--- src/rtl/phase_balance.sv ---
module phase_balance #(
  parameter int W        = 10,
  parameter int CW       = 10,
  parameter int RAMP_MAX = 900,
  parameter int K        = 2
) (
  input  logic            clk,
  input  logic            rst_n,
  input  logic [4*W-1:0]  samp_i,
  input  logic [3:0]      samp_vld_i,
  input  logic [2:0]      n_act_i,
  input  logic [CW-1:0]   cmp_i,
  output logic [4*CW-1:0] cmp_o,
  output logic [W-1:0]    avg_o
);
  localparam int NP    = 4;
  localparam int SW    = W + 2;
  localparam int FW    = W + 1;
  localparam int SH    = W + 4;
  localparam int PW    = SW + SH;
  localparam int RECIP = ((1 << SH) + 2) / 3;
  localparam int XW    = ((CW > W) ? CW : W) + 3;
  localparam logic signed [W+1:0] FMAX = {2'b00, {W{1'b1}}};
  localparam logic signed [W+1:0] FMIN = {2'b11, {W{1'b0}}};
  localparam logic signed [XW-1:0] RMAX = XW'(RAMP_MAX);

  logic [2:0]             n_q, n_in;
  logic [NP-1:0]          act_q, got_q, vld;
  logic [W-1:0]           samp_q [NP];
  logic signed [FW-1:0]   filt_q [NP];
  logic signed [FW-1:0]   filt_nx [NP];
  logic signed [W+1:0]    e [NP];
  logic signed [W+1:0]    d [NP];
  logic signed [W+1:0]    t [NP];
  logic signed [XW-1:0]   c [NP];
  logic [SW-1:0]          sum;
  logic [PW-1:0]          prod;
  logic [W-1:0]           avg_c;
  logic                   chg, done;
  logic [NP*FW-1:0]       filt_flat;

  assign n_in  = (n_act_i == 3'd2) ? 3'd2 : (n_act_i == 3'd3) ? 3'd3 : 3'd4;
  assign act_q = (n_q == 3'd2) ? 4'b0011 : (n_q == 3'd3) ? 4'b0111 : 4'b1111;
  assign chg   = (n_in != n_q);
  assign done  = !chg && ((got_q & act_q) == act_q);
  assign vld   = samp_vld_i & act_q;

  always_comb begin
    sum = '0;
    for (int p = 0; p < NP; p++)
      if (act_q[p]) sum = sum + SW'(samp_q[p]);
    prod = PW'(sum) * PW'(RECIP);
    case (n_q)
      3'd2:    avg_c = W'(sum >> 1);
      3'd3:    avg_c = W'(prod >> SH);
      default: avg_c = W'(sum >> 2);
    endcase
  end

  always_comb begin
    for (int p = 0; p < NP; p++) begin
      e[p] = $signed({2'b00, samp_q[p]}) - $signed({2'b00, avg_c});
      d[p] = e[p] - (W+2)'(filt_q[p]);
      t[p] = (W+2)'(filt_q[p]) + (d[p] >>> K);
      if (t[p] > FMAX)      filt_nx[p] = FW'(FMAX);
      else if (t[p] < FMIN) filt_nx[p] = FW'(FMIN);
      else                  filt_nx[p] = FW'(t[p]);
      c[p] = $signed({{(XW-CW){1'b0}}, cmp_i}) - XW'(filt_q[p]);
      if (c[p] < 0)          cmp_o[p*CW +: CW] = '0;
      else if (c[p] > RMAX)  cmp_o[p*CW +: CW] = CW'(RMAX);
      else                   cmp_o[p*CW +: CW] = CW'(c[p]);
    end
  end

  always_ff @(posedge clk or negedge rst_n) begin
    if (!rst_n) begin
      n_q   <= 3'd4;
      got_q <= '0;
      avg_o <= '0;
      for (int p = 0; p < NP; p++) begin
        samp_q[p] <= '0;
        filt_q[p] <= '0;
      end
    end else if (chg) begin
      n_q   <= n_in;
      got_q <= '0;
      for (int p = 0; p < NP; p++) filt_q[p] <= '0;
    end else begin
      got_q <= (done ? '0 : got_q) | vld;
      for (int p = 0; p < NP; p++) begin
        if (vld[p]) samp_q[p] <= samp_i[p*W +: W];
        if (done && act_q[p]) filt_q[p] <= filt_nx[p];
      end
      if (done) avg_o <= avg_c;
    end
  end

  for (genvar p = 0; p < NP; p++) begin : g_flat
    assign filt_flat[p*FW +: FW] = filt_q[p];
  end
endmodule

--- config.mk ---
export PLATFORM = sky130hd
export DESIGN_NAME = phase_balance
export DESIGN_NICKNAME = d
export VERILOG_FILES = /design/src/rtl/phase_balance.sv
export SDC_FILE = /design/constraint.sdc
export NUM_CORES = 1
export LEC_CHECK = 0
export ABC_AREA = 1
export BUFFER_PORTS_ARGS = -buffer_cell sky130_fd_sc_hd__buf_2
export CORE_MARGIN = 2
export CORE_UTILIZATION = 36
export DETAILED_ROUTE_END_ITERATION = 16
export PLACE_DENSITY = 0.49
export SLEW_MARGIN = 20
export SYNTH_ARGS = -nofsm -noshare
export SYNTH_HDL_FRONTEND = slang
export SYNTH_SLANG_ARGS = --single-unit
--- constraint.sdc ---
create_clock -name clk -period 14.65 [get_ports clk]
set_clock_uncertainty 0.15 [all_clocks]
set_input_delay 2.93 -clock clk [delete_from_list [all_inputs] [get_ports clk]]
set_output_delay 2.93 -clock clk [all_outputs]
set_load 0.005 [all_outputs]
==> results.sh <==
export IMPL_numCtsBuffers=9
export IMPL_clock_root_buffer="clkbuf_16"
export IMPL_coreArea_um2=43000
export IMPL_grt_antenna_before_repair=1
export IMPL_fin_tns_setup_ps=0
export IMPL_synth_ff_type="dfrtp_1"
export IMPL_fin_crit_ps=13540
export IMPL_synthTopCellsByCount="460 x nand2_1, 433 x inv_1, 275 x ha_1, 177 x a21oi_1, 123 x nand3_1"
export IMPL_synth_top_family_by_area="adder cells"
export IMPL_synth_adder_area_share_pct=28.6
export IMPL_synth_compound_gate_area_share_pct=13.5
export IMPL_crit_top_cell="nand2_1"
export IMPL_drive_gt1_share_pct=8.99
export IMPL_via_per_inst=4.94
export IMPL_num_fill_cells=4607
export IMPL_path_class="reg -> reg"
export IMPL_min_period_over_period_pct=92.4
export IMPL_overflow=0
export IMPL_cts_tree="built"
export IMPL_reg2reg_depth=70
export IMPL_clk_pin_slew_worst_paths_ps=80
export IMPL_rows=76
export IMPL_start_kind="register"
export IMPL_io_pins=109
export IMPL_outcome="finished, final reports clean"
export IMPL_syn_area_per_cell_um2=7.17
export IMPL_hold_path_class="reg -> reg"
export IMPL_synthSimpleGateAreaFrac_pct=21.2
export IMPL_async_flop_share_pct=100
export IMPL_yosysMostFrequentCell="nand2_1"
export IMPL_dp_hpwl_um=39800
export IMPL_synthMuxAreaShare_pct=2.30
export IMPL_drt_pass1_iter_count=8
export IMPL_setup_worst_path_end_class="register"
export IMPL_path_max_fanout=9
export IMPL_synth_nets=2573
export IMPL_ys_seq_area_share_pct=16.1
export IMPL_critPathMaxStageDelay_ps=530
export IMPL_diodes=0
export IMPL_fmax_ghz=0.0738
export IMPL_relSlewSlack_pct=36.4
export IMPL_synth_top_area_share_pct=21.9
export IMPL_hold_viol_final=0
export IMPL_portBuffers=108
export IMPL_report_final_setup_viol=0
export IMPL_worst_pin_slew_ps=944
export IMPL_dieArea_um2=45200
export IMPL_clock_latency_ps=370
export IMPL_area_growth_pct=9.92
export IMPL_synthTopCellsByArea="ha_1 22%, dfrtp_1 16%, nand2_1 11%"
export IMPL_yosys_area_share_xor_xnor_pct=7.49
export IMPL_arrival_ps=13620
export IMPL_synth_top_area_cell="ha_1"
export IMPL_slew_viol_final=0
export IMPL_clock_path_buffers=2
export IMPL_ys_ff_latch=101
export IMPL_drcViolationCount=0
export IMPL_yosysWarnings=0
export IMPL_syn_area_um2=15700
export IMPL_ant_nets=0
export IMPL_grt_max_degree=63
export IMPL_cts_sinks=101
export IMPL_nets=2685
export IMPL_drt_wl_total_um=47100
export IMPL_synth_cells=2187
export IMPL_cpMaxStageDelayCell="fa_1"
export IMPL_wl_per_cell_um=16.3
export IMPL_ys_types=49
export IMPL_fp_dieH_um=213
export IMPL_grt_usage_pct=21.3
export IMPL_start_util_pct=36.5
export IMPL_gp_congestion=0.895
export IMPL_drtIter0Drc=762
export IMPL_ctsHtreeMaxLevel=3
export IMPL_vias=14300
export IMPL_reg2reg_setup_slack_ps=1110
export IMPL_grt_pass1_vias=14000
export IMPL_required_ps=14730
export IMPL_drv_cap=0
export IMPL_grt_pass1_wl_um=74300
export IMPL_die_w_um=213
export IMPL_grt_setup_unrepaired="no"
export IMPL_synth_edf_count=0
export IMPL_holdPathStages=2
-- final timing paths --
path,end,from
setup / recovery,filt_flat[35]$_DFFE_PN0P_,samp_q[22]$_DFFE_PN0P_
hold / removal,got_q[3]$_DFF_PN0_,got_q[3]$_DFF_PN0_
min in group asynchronous,filt_flat[5]$_DFFE_PN0P_,rst_n
hold reg to reg,got_q[3]$_DFF_PN0_,got_q[3]$_DFF_PN0_
max in group asynchronous,samp_q[8]$_DFFE_PN0P_,rst_n
setup reg to reg,filt_flat[35]$_DFFE_PN0P_,samp_q[22]$_DFFE_PN0P_
-- kinds of logic (layout without fill, tap and decap cells) --
family                   after synthesis  count (layout)
XOR/XNOR                             134             134
flip-flops                           101             101
multiplexers                          32              32
buffers and inverters                447             563
AO/OA/AOI/OAI                        364             364
adder cells (fa/ha/maj)              327             327
AND/OR/NAND/NOR                      782             782
-- metal layers --
layer | vias to the layer above | routed length (um) | share of wire [%] | global-route usage, %
li1 | 7334 | - | - | -
met1 | 6665 | 22100 | 47 | 28.2
met2 | 205 | 22400 | 48 | 36.8
met3 | 52 | 1490 | 3.2 | 2.00
met4 | 2 | 1050 | 2.2 | 5.98
met5 | - | 14 | 0.030 | 0
-- repair_timing --
item / 4_1_cts / 5_1_grt
gates resized for setup: 0 / 5
hold buffers: 0 / 0
endpoints found under the hold margin: 0 / 0
setup buffers: 0 / 2
setup endpoints to repair: 0 / 10
-- through the flow --
stage	setup WS [ps]	std cells	instance area [um2]	hold WS (ps)	util, %
3_3_place_gp	836	2871	16900	317	39.4
4_1_cts	806	2886	17200	337	40.0
2_1_floorplan	3320	2187	15700	293	-
3_5_place_dp	872	2871	16900	319	39.4
6_report	1110	2888	17200	328	40.1
5_1_grt	35.7	2888	17200	363	40.1
-- worst max-delay path: cells and delay by family (launching register included) --
| kind | cells | cell delay [ps] |
|---|---|---|
| AO/OA/AOI/OAI | 14 | 2720 |
| flip-flops | 1 | 420 |
| buffers and inverters | 10 | 670 |
| AND/OR/NAND/NOR | 27 | 3450 |
| XOR/XNOR | 8 | 1540 |
| adder cells (fa/ha/maj) | 11 | 4440 |
-- sequential cells by signal, indices dropped and copies added, names as in the netlist --
| signal | flops |
|---|---|
| n_q | 3 |
| filt_flat | 44 |
| got_q | 4 |
| avg_o | 10 |
| samp_q | 40 |
-- layout by cell type (no fill, tap or decap), types with 8 or more instances in the layout --
master,n
ha_1,275
o21bai_1,24
mux2_2,32
o21ai_0,79
or2_2,21
nand4_1,12
fa_1,52
dfrtp_1,100
nor2_1,103
nand3b_1,9
inv_1,433
nor3_1,35
buf_2,107
a21oi_1,177
xnor2_1,45
nand3_1,123
clkbuf_16,9
nand2_1,458
o211ai_1,22
o21a_1,8
xor2_1,89
a21o_1,13
-- layout make-up --
class | count | area [um2] | area share [%]
repair buffers | 113 | 581 | 3.37
flip-flops and latches | 101 | 2530 | 14.7
multi-input cells | 1639 | 11500 | 66.6
well taps | 585 | 732 | 4.25
inverters | 435 | 1630 | 9.48
clock inverters | 4 | 33.8 | 0.196
clock buffers | 11 | 253 | 1.47
Power is left out: the tool's default activity adds up to more than one toggle a clock period on the data nets, which glitch-free logic cannot reach.
